## config.mk

```make
export PLATFORM = sky130hd
export DESIGN_NAME = pci_tgt_decoder
export DESIGN_NICKNAME = d
export VERILOG_FILES = /design/src/rtl/pcitd_pkg.sv /design/src/rtl/pcitd_addr_track.sv /design/src/rtl/pcitd_cmd_decode.sv /design/src/rtl/pcitd_bar_match.sv /design/src/rtl/pcitd_regfile.sv /design/src/rtl/pci_tgt_decoder.sv
export SDC_FILE = /design/constraint.sdc
export NUM_CORES = 1
export LEC_CHECK = 0
export ABC_AREA = 1
export BUFFER_PORTS_ARGS = -buffer_cell sky130_fd_sc_hd__buf_2
export CORE_MARGIN = 4
export CORE_UTILIZATION = 35
export DETAILED_ROUTE_END_ITERATION = 8
export PLACE_DENSITY_LB_ADDON = 0.25
export SLEW_MARGIN = 20
export SYNTH_ARGS = -nofsm -noshare
export SYNTH_HDL_FRONTEND = slang
export SYNTH_SLANG_ARGS = --single-unit
export TNS_END_PERCENT = 30
```

## constraint.sdc

```tcl
create_clock -name clk -period 4.67 [get_ports clk]
set_input_delay 0.2335 -clock clk [delete_from_list [all_inputs] [get_ports clk]]
set_output_delay 0.2335 -clock clk [all_outputs]
set_load 0.02 [all_outputs]
```

## src/rtl/pcitd_pkg.sv

```systemverilog
package pcitd_pkg;

    localparam logic [3:0] CMD_IO_RD      = 4'b0010;
    localparam logic [3:0] CMD_IO_WR      = 4'b0011;
    localparam logic [3:0] CMD_MEM_RD     = 4'b0110;
    localparam logic [3:0] CMD_MEM_WR     = 4'b0111;
    localparam logic [3:0] CMD_MEM_RD_MUL = 4'b1100;
    localparam logic [3:0] CMD_MEM_RD_LN  = 4'b1110;
    localparam logic [3:0] CMD_MEM_WR_INV = 4'b1111;

    typedef enum logic [0:0] {
        ST_IDLE = 1'b0,
        ST_DATA = 1'b1
    } trk_state_e;

    typedef struct packed {
        logic rd;
        logic wr;
        logic io;
        logic mem;
    } cmd_class_t;

endpackage

```

## src/rtl/pcitd_addr_track.sv

```systemverilog
module pcitd_addr_track
    import pcitd_pkg::*;
#(
    parameter int AW = 32,
    parameter int CW = 4,
    parameter int STEP = 4
) (
    input  logic          clk,
    input  logic          rst_n,
    input  logic [AW-1:0] ad_bus,
    input  logic [CW-1:0] cmd_be,
    input  logic          addr_valid,
    input  logic          addr_inc,
    output logic [AW-1:0] start_addr,
    output logic [AW-1:0] burst_addr,
    output logic [CW-1:0] cmd_q,
    output logic          active
);

    localparam logic [AW-1:0] STEP_V = AW'(STEP);

    trk_state_e state_q, state_d;

    always_ff @(posedge clk or negedge rst_n) begin
        if (!rst_n) state_q <= ST_IDLE;
        else        state_q <= state_d;
    end

    always_comb begin
        state_d = state_q;
        unique case (state_q)
            ST_IDLE: if (addr_valid) state_d = ST_DATA;
            ST_DATA: state_d = ST_DATA;
        endcase
    end

    always_ff @(posedge clk or negedge rst_n) begin
        if (!rst_n) begin
            start_addr <= '0;
            burst_addr <= '0;
            cmd_q      <= '0;
        end else if (addr_valid) begin
            start_addr <= ad_bus;
            burst_addr <= ad_bus;
            cmd_q      <= cmd_be;
        end else if (addr_inc && state_q == ST_DATA) begin
            burst_addr <= burst_addr + STEP_V;
        end
    end

    always_comb begin
        active = (state_q == ST_DATA);
    end

    AST_CAPTURE: assert property (@(posedge clk) disable iff (!rst_n)
        addr_valid |=> burst_addr == $past(ad_bus));

    AST_INC_STEP: assert property (@(posedge clk) disable iff (!rst_n)
        (active && addr_inc && !addr_valid) |=> burst_addr == $past(burst_addr) + STEP_V);

    AST_HOLD_ADDR: assert property (@(posedge clk) disable iff (!rst_n)
        (!addr_valid && !addr_inc) |=> $stable(burst_addr));

endmodule

```

## src/rtl/pcitd_cmd_decode.sv

```systemverilog
module pcitd_cmd_decode
    import pcitd_pkg::*;
(
    input  logic [3:0]  cmd,
    input  logic        active,
    output cmd_class_t  cls
);

    always_comb begin
        cls = '0;
        if (active) begin
            case (cmd)
                CMD_IO_RD:      begin cls.rd = 1'b1; cls.io  = 1'b1; end
                CMD_IO_WR:      begin cls.wr = 1'b1; cls.io  = 1'b1; end
                CMD_MEM_RD,
                CMD_MEM_RD_MUL,
                CMD_MEM_RD_LN:  begin cls.rd = 1'b1; cls.mem = 1'b1; end
                CMD_MEM_WR,
                CMD_MEM_WR_INV: begin cls.wr = 1'b1; cls.mem = 1'b1; end
                default:        cls = '0;
            endcase
        end
    end

endmodule

```

## src/rtl/pcitd_bar_match.sv

```systemverilog
module pcitd_bar_match
    import pcitd_pkg::*;
#(
    parameter int          AW          = 32,
    parameter logic [31:0] MEM_BASE    = 32'h8000_0000,
    parameter int          MEM_WIN_LOG2 = 6,
    parameter logic [31:0] IO_BASE     = 32'h0000_1000,
    parameter int          IO_WIN_LOG2 = 4
) (
    input  logic [AW-1:0] start_addr,
    input  cmd_class_t    cls,
    input  logic          mem_en,
    input  logic          io_en,
    output logic          mem_hit,
    output logic          io_hit,
    output logic          select
);

    localparam logic [AW-1:0] MEM_MASK = ~((AW'(1) << MEM_WIN_LOG2) - AW'(1));
    localparam logic [AW-1:0] IO_MASK  = ~((AW'(1) << IO_WIN_LOG2) - AW'(1));
    localparam logic [AW-1:0] MEM_TAG  = AW'(MEM_BASE) & MEM_MASK;
    localparam logic [AW-1:0] IO_TAG   = AW'(IO_BASE) & IO_MASK;

    logic mem_win, io_win;

    always_comb begin
        mem_win = (start_addr & MEM_MASK) == MEM_TAG;
        io_win  = (start_addr & IO_MASK)  == IO_TAG;
        mem_hit = mem_win && cls.mem && mem_en;
        io_hit  = io_win  && cls.io  && io_en;
        select  = mem_hit || io_hit;
    end

endmodule

```

## src/rtl/pcitd_regfile.sv

```systemverilog
module pcitd_regfile #(
    parameter int DW    = 32,
    parameter int WORDS = 16,
    localparam int IW    = $clog2(WORDS),
    localparam int LANES = DW / 8
) (
    input  logic             clk,
    input  logic             rst_n,
    input  logic             we,
    input  logic [IW-1:0]    idx,
    input  logic [LANES-1:0] be_n,
    input  logic [DW-1:0]    wdata,
    output logic [DW-1:0]    rdata
);

    for (genvar l = 0; l < LANES; l++) begin : g_lane
        logic [7:0] lane_q [WORDS];

        always_ff @(posedge clk or negedge rst_n) begin
            if (!rst_n) begin
                for (int w = 0; w < WORDS; w++) lane_q[w] <= '0;
            end else if (we && !be_n[l]) begin
                lane_q[idx] <= wdata[8*l +: 8];
            end
        end

        assign rdata[8*l +: 8] = lane_q[idx];
    end

endmodule

```

## src/rtl/pci_tgt_decoder.sv

```systemverilog
module pci_tgt_decoder
    import pcitd_pkg::*;
#(
    parameter int          DW           = 32,
    parameter int          WORDS        = 16,
    parameter logic [31:0] MEM_BASE     = 32'h8000_0000,
    parameter int          MEM_WIN_LOG2 = 6,
    parameter logic [31:0] IO_BASE      = 32'h0000_1000,
    parameter int          IO_WIN_LOG2  = 4
) (
    input  logic          clk,
    input  logic          rst_n,
    input  logic [DW-1:0] ad_bus,
    input  logic [3:0]    cmd_be,
    input  logic          addr_valid,
    input  logic          addr_inc,
    input  logic          wr_strobe,
    input  logic          cfg_wr_strobe,
    input  logic          mem_space_en,
    input  logic          io_space_en,
    output logic          user_rd_decode,
    output logic          user_wr_decode,
    output logic          target_select,
    output logic [DW-1:0] burst_addr,
    output logic [DW-1:0] rd_data
);

    localparam int IW   = $clog2(WORDS);
    localparam int STEP = DW / 8;
    localparam int LSB  = $clog2(STEP);

    logic [DW-1:0] start_addr;
    logic [3:0]    cmd_q;
    logic          active;
    cmd_class_t    cls;
    logic          mem_hit, io_hit;
    logic          rf_we;
    logic [DW-1:0] rf_rdata;

    pcitd_addr_track #(.AW(DW), .CW(4), .STEP(STEP)) u_track (
        .clk(clk), .rst_n(rst_n), .ad_bus(ad_bus), .cmd_be(cmd_be),
        .addr_valid(addr_valid), .addr_inc(addr_inc),
        .start_addr(start_addr), .burst_addr(burst_addr),
        .cmd_q(cmd_q), .active(active)
    );

    pcitd_cmd_decode u_dec (.cmd(cmd_q), .active(active), .cls(cls));

    pcitd_bar_match #(
        .AW(DW), .MEM_BASE(MEM_BASE), .MEM_WIN_LOG2(MEM_WIN_LOG2),
        .IO_BASE(IO_BASE), .IO_WIN_LOG2(IO_WIN_LOG2)
    ) u_bar (
        .start_addr(start_addr), .cls(cls), .mem_en(mem_space_en),
        .io_en(io_space_en), .mem_hit(mem_hit), .io_hit(io_hit),
        .select(target_select)
    );

    always_comb begin
        rf_we = wr_strobe && !cfg_wr_strobe && !addr_valid && mem_hit && cls.wr;
    end

    pcitd_regfile #(.DW(DW), .WORDS(WORDS)) u_rf (
        .clk(clk), .rst_n(rst_n), .we(rf_we),
        .idx(burst_addr[LSB +: IW]), .be_n(cmd_be[STEP-1:0]),
        .wdata(ad_bus), .rdata(rf_rdata)
    );

    always_comb begin
        user_rd_decode = cls.rd;
        user_wr_decode = cls.wr;
        rd_data        = mem_hit ? rf_rdata : '0;
    end

    AST_RDWR_EXCL: assert property (@(posedge clk) disable iff (!rst_n)
        !(user_rd_decode && user_wr_decode));

    AST_SEL_ENABLED: assert property (@(posedge clk) disable iff (!rst_n)
        target_select |-> (mem_space_en || io_space_en));

    AST_IO_NO_DATA: assert property (@(posedge clk) disable iff (!rst_n)
        (io_hit && !mem_hit) |-> rd_data == '0);

    AST_CFG_BLOCKS: assert property (@(posedge clk) disable iff (!rst_n)
        (cfg_wr_strobe && !addr_valid && !addr_inc) |=>
        ($stable(rd_data) || !$stable(mem_space_en) || !$stable(io_space_en)));

endmodule

```

======== Yosys cells after proc, flatten, opt, wreduce, memory -nomap -nowiden ========
Index checks and enable logic that the tools add are counted.
word-level totals
  bits in registers ....................... 581
  input port bits ......................... 44
  logic and storage cells ................. 136
cells by class
  add/sub/neg operators ................... 1
  order comparisons ....................... 2
  eq/ne operators ......................... 9
  muxes and demuxes ....................... 28
  bitwise gates (word level) .............. 2
  reductions and logical operators ........ 26
operators with widths
  cell                                                                          number
  128-bit bitwise mux                                                           4
  8-bit binary-select mux with 4-bit select                                     4
  32-bit 2-to-1 mux                                                             3
  8-bit 2-to-1 mux                                                              9
  32-bit by 3-bit adder with 32-bit output, second input constant               1
  8-bit demux with 4-bit select                                                 1
  28-bit by 9-bit == test with 1-bit output, second input constant              1
  26-bit == test, second input constant                                         1
  1-bit logical AND                                                             14
  4-bit == test, second input constant                                          3
  4-bit by 2-bit == test with 1-bit output, second input constant               2
  4-bit by 3-bit == test with 1-bit output, second input constant               2
  1-bit zero test                                                               6
  5-bit >= comparator, second input constant                                    1
  5-bit by 1-bit less-than comparator with 1-bit output, second input constant  1
  1-bit 2-to-1 mux                                                              5
  4-bit NOT with 5-bit output                                                   1
  5-bit OR reduction                                                            1
  4-bit 2-to-1 mux                                                              1
  4-bit OR reduction                                                            1
  3-bit OR reduction                                                            1
  1-bit one-hot mux with 2 select lines                                         1
  2-bit nonzero test                                                            1
  2-bit OR reduction                                                            1
  2 further kinds                                                               2

======== Logic depth before layout (Yosys ltp) ========
  depth in word-level cells ............... 9
  mapped depth ............................ 12
  gate-level depth less buffers ........... 11

======== Modules after synthesis ========
Synthesis repeated with hierarchy kept, for this count alone.
second synthesis, totals
  cell total of the unflattened synthesis .. 3931
  area total of the unflattened synthesis .. 28278.4 um^2
by module, submodules not included
  module            instances  cells each  area an instance (um^2)  sequential area each (um^2)
  pcitd_regfile     1          3306        24089.4                  12812.3
  pcitd_addr_track  1          498         3636.0                   1726.7
  pci_tgt_decoder   1          73          334.1                    0.0
  pcitd_bar_match   1          36          143.9                    0.0
  pcitd_cmd_decode  1          18          75.1                     0.0

======== Worst setup path after synthesis ========
No wires, ideal clock.
  path kind ............................... register to register
  from .................................... register u_track.burst_addr[2]
  to ...................................... register u_rf.g_lane[1].lane_q[10] in the netlist's numbering
  setup time .............................. 119 ps
  arrival ................................. 2359 ps
  data required time ...................... 4551 ps
  setup slack ............................. 2192 ps
  stages on the path, launching flop included .. 11
  buffers on the path ..................... 3
  path through ............................ dfrtp_1 -> buf_2 -> inv_2 -> clkbuf_1 -> clkbuf_1 -> ha_1 -> inv_1 -> nor2_1 -> nand4_1 -> nand2_1 -> nand2_1
between the ends
  cells in the longest elaborated chain, start to end .. 6
ends and longest elaborated chain
  element                                                                                                                    RTL line                source
  from (decl)                                                                                                                pcitd_addr_track.sv:15  output logic [AW-1:0] burst_addr,
  from (signal assigned)                                                                                                     pcitd_addr_track.sv:44  burst_addr <= ad_bus;
  from (signal assigned)                                                                                                     pcitd_addr_track.sv:47  burst_addr <= burst_addr + STEP_V;
  4-bit NOT with 5-bit output (implied by the code) (*)                                                                      pcitd_regfile.sv:23     lane_q[idx] <= wdata[8*l +: 8];
  5-bit >= comparator (implied by the code) / 5-bit by 1-bit less-than comparator with 1-bit output (equally long branches)  pcitd_regfile.sv:23
  1-bit logical AND (implied by the code)                                                                                    pcitd_regfile.sv:23
  8-bit 2-to-1 mux (implied by the code)                                                                                     pcitd_regfile.sv:23
  8-bit demux with 4-bit select (*)                                                                                          pcitd_regfile.sv:23
  128-bit bitwise mux (*)                                                                                                    pcitd_regfile.sv:23
  to (signal, indexed assignment)                                                                                            pcitd_regfile.sv:23
  to (decl)                                                                                                                  pcitd_regfile.sv:17     logic [7:0] lane_q [WORDS];
Mark *: on every way between the ends. The rest lies on a longest branch, timed or not.
A chain may end at the register's enable or synchronous reset.

======== Worst setup path after layout ========
  from .................................... register u_track.burst_addr[2]
  to ...................................... output port rd_data[31]
between the ends
  cells in the longest elaborated chain, start to end .. 5
ends and longest elaborated chain
  element                                               RTL line               source
  4-bit NOT with 5-bit output (implied by the code)     pcitd_regfile.sv:27    assign rdata[8*l +: 8] = lane_q[idx];
  8-bit binary-select mux with 4-bit select             pcitd_regfile.sv:27
  8-bit 2-to-1 mux (implied by the code) (2 in series)  pcitd_regfile.sv:27
  32-bit 2-to-1 mux                                     pci_tgt_decoder.sv:71  rd_data = mem_hit ? rf_rdata : '0;
  to (decl)                                             pci_tgt_decoder.sv:25  output logic [DW-1:0] rd_data
Every way passes these cells. The select of a mux whose other input is x is not followed.

==> out/summary.txt <==
commonest non-fill, non-tap cell in the layout - nand2_1
Mean Syn Cell Area - 7.38 um^2
GP Congestion - 0.857
area grow syn2layout - 12.3%
setup ws final - 0.745 ns
min-delay src - ad_bus[9]
Site Rows - 106
buffer and inverter count on the worst path - 3
Routed WL per cell - 22.4 um
cell accounting for the most synthesized area - dfrtp_1
gr ovfl total - 0
Worst R2R Setup Slack - 1.34 ns
latest clock arrival within the worst-skew pair - 0.65 ns
largest net degree at the start of global routing - 118
arrival time worst endpoint - 3.69 ns
first-pass GRT wire length - 176 mm
maximum VDD drop - 0.000299 V
# setup viols final - 0
dpl cell area - 31300 um^2
most frequent cells in the layout - nand2_1 (1716), nand4_1 (612), dfrtp_1 (575)
CTS tree - built
Via Count - 29300
clock root cell - clkbuf_16
Hold Crit Depth - 3
vias in the first global route - 27800
Fin Setup TNS - 0 ns
skew final - 0.0236 ns
critical path's slowest cell - dfrtp_4
Fmax achieved - 0.255 GHz
Yosys reg bits - 577
Post-synth EDFFs - 0
Post-CTS Setup Bufs - 0
status - completed
clock-pin slew on the worst setup and hold paths - 0.06 ns
Post-Syn Area - 29800 um^2
Worst path depth - 8
Slew Viols, Final - 0
Initial Utilization - 35.5%
Post-Layout Inst Area - 33400 um^2
Worst path most repeated cell - nand2_1
antenna viol nets, final - 0
Core ar. - 84000 um^2
critical path required time - 4.44 ns
register area share after synthesis - 48.5%
cts repair resizes - 0
H-tree depth - 2
Max Root-Sink Buffers - 3
CP cell instances - inv_8 > buf_12 > nand2_1 > a22o_1 > nand2_1 > nand4_1 > nor2_1 > buf_2
nets - 3983
RSZ-0062 raised after global routing - false
IO buf count - 110
top cells by area, synth - dfrtp_1 (48%), nand2_1 (22%), nand4_1 (13%)
Worst slew margin - 30.5%
Die W - 300 um
P per Cell Area - 367 nW/um^2
detailed router's first-iteration violation count - 3599
Setup crit end kind - output port
hold endpoint - u_rf.g_lane[1].lane_q[33]
Post-Place Worst Slack - 1.38 ns
Worst Setup Path Type - reg2out
hold slack - 0.120 ns
layout cells sized above 1 - 8.06%
Period minus WS final - 3.92 ns
# hold bufs at CTS - 2
largest stage delay on the critical path - 0.80 ns
worst slew pin tran - 1.04 ns
Clock Sinks - 577
HP Class - in2reg
worst reg2reg endpoint - u_rf.g_lane[1].lane_q[8]
crit-path leading delay family - buffers and inverters
initial antenna violation count - 1
post-DP HPWL - 67.8 mm
Synth Warn # - 0
fill count - 8662
Worst R2R Start - u_track.burst_addr[2]
Yosys top cell area share - 48.5%
vias per cell - 5.73
Critical Path Start - u_track.burst_addr[2]
DRC Markers - 0
Static Leak - 17.0 nW
number of max-cap violations - 0
reg2reg path depth - 7
Max Fanout on Critical Path - 106
Distinct cells, synth - 30
Synth Flop Type - dfrtp_1
Syn Inst Count - 4036
syn_nets - 4084
IO Pins - 111
ys async rst share - 100%
fin crit share - 84.0%
final hold viol count - 0
Total Wirelength - 114 mm
GRT Total Usage - 24.8%
full die area - 89900 um^2
crit start category - flip-flop
CTS Buf Count - 61
Chip Height - 300 um
First-pass DRT Iterations - 6
how the worst max path moves through the flow:
stage                           endpoint  slack, ns
3_3_place_gp   u_rf.g_lane[1].lane_q[88]       1.43
6_report                     rd_data[31]       0.75
4_1_cts                      rd_data[31]       0.74
2_1_floorplan  u_rf.g_lane[1].lane_q[10]       2.19
5_1_grt                      rd_data[31]       0.64
3_5_place_dp   u_rf.g_lane[0].lane_q[10]       1.38
registers in the layout, indices dropped and copies added, names as in the netlist:
| register | flops |
|---|---|
| u_track.burst_addr | 32 |
| u_track.start_addr | 28 |
| u_track.active | 1 |
| u_track.cmd_q | 4 |
| u_rf.g_lane.lane_q | 512 |
tightest hold or removal path: cells and delay by family:
kind / cells / cell delay, ns
buf+inv: 1 / 0.26
simple gates: 2 / 0.22
logic make-up after synthesis:
group | share of synthesized area (%)
flip-flops | 48.5
AO/OA/AOI/OAI | 4.55
XOR/XNOR | 0.147
adder cells (fa/ha/maj) | 0.168
AND/OR/NAND/NOR | 41.3
buffers and inverters | 5.42
power by group:
group / internal [mW] / switching [mW]
registers: 5.06 / 0.120
logic: 0.438 / 1.47
clock network: 3.04 / 2.14
final cells by class:
type	count	area, um^2	share of cell area (%)
Sequential cell	577	14400	43.2
Clock inverter	10	156	0.468
Inverter	49	204	0.610
Clock buffer	102	1950	5.84
Timing Repair Buffer	195	1390	4.16
Tap cell	1134	1420	4.24
Antenna cell	1	2.50	0.00748
Multi-Input combinational cell	3051	13900	41.5
cell usage after synthesis (2+ instances only):
| library cell | n |
|---|---|
| xor2_1 | 4 |
| ha_1 | 4 |
| nor4_1 | 2 |
| a211oi_1 | 2 |
| nand4_1 | 612 |
| a22o_1 | 32 |
| a31oi_1 | 4 |
| buf_1 | 31 |
| clkbuf_1 | 262 |
| buf_2 | 66 |
| dfrtp_1 | 577 |
| nand3b_1 | 10 |
| nor3_1 | 5 |
| nor2_2 | 10 |
| nand3_1 | 121 |
| o311ai_0 | 3 |
| nand2_1 | 1716 |
| nor2_1 | 324 |
| inv_1 | 42 |
| or2_2 | 2 |
| inv_2 | 6 |
| a21oi_1 | 77 |
| o211ai_1 | 4 |
| o21ai_0 | 114 |
metal layers:
metal / GRT usage, % / share of wire [%] / up-vias / wire length [um]
met2: 38.9 / 45 / 1401 / 51900
met4: 8.09 / 3.5 / 0 / 3970
li1: - / - / 13300 / -
met5: 0 / 0 / - / 0
met1: 35.2 / 43 / 14400 / 48900
met3: 4.01 / 8.4 / 218 / 9640
stage by stage:
| stage | power [mW] | cells | util, % |
|---|---|---|---|
| 6_report | 12.3 | 5119 | 39.8 |
| 5_1_grt | 12.7 | 5118 | 39.8 |
| 4_1_cts | 12.3 | 5118 | 39.8 |
| 3_5_place_dp | 7.14 | 5004 | 37.3 |
| 3_3_place_gp | 7.15 | 5004 | 37.3 |
| 2_1_floorplan | 6.27 | 4036 | - |
Power figures use the tool's default switching activity.
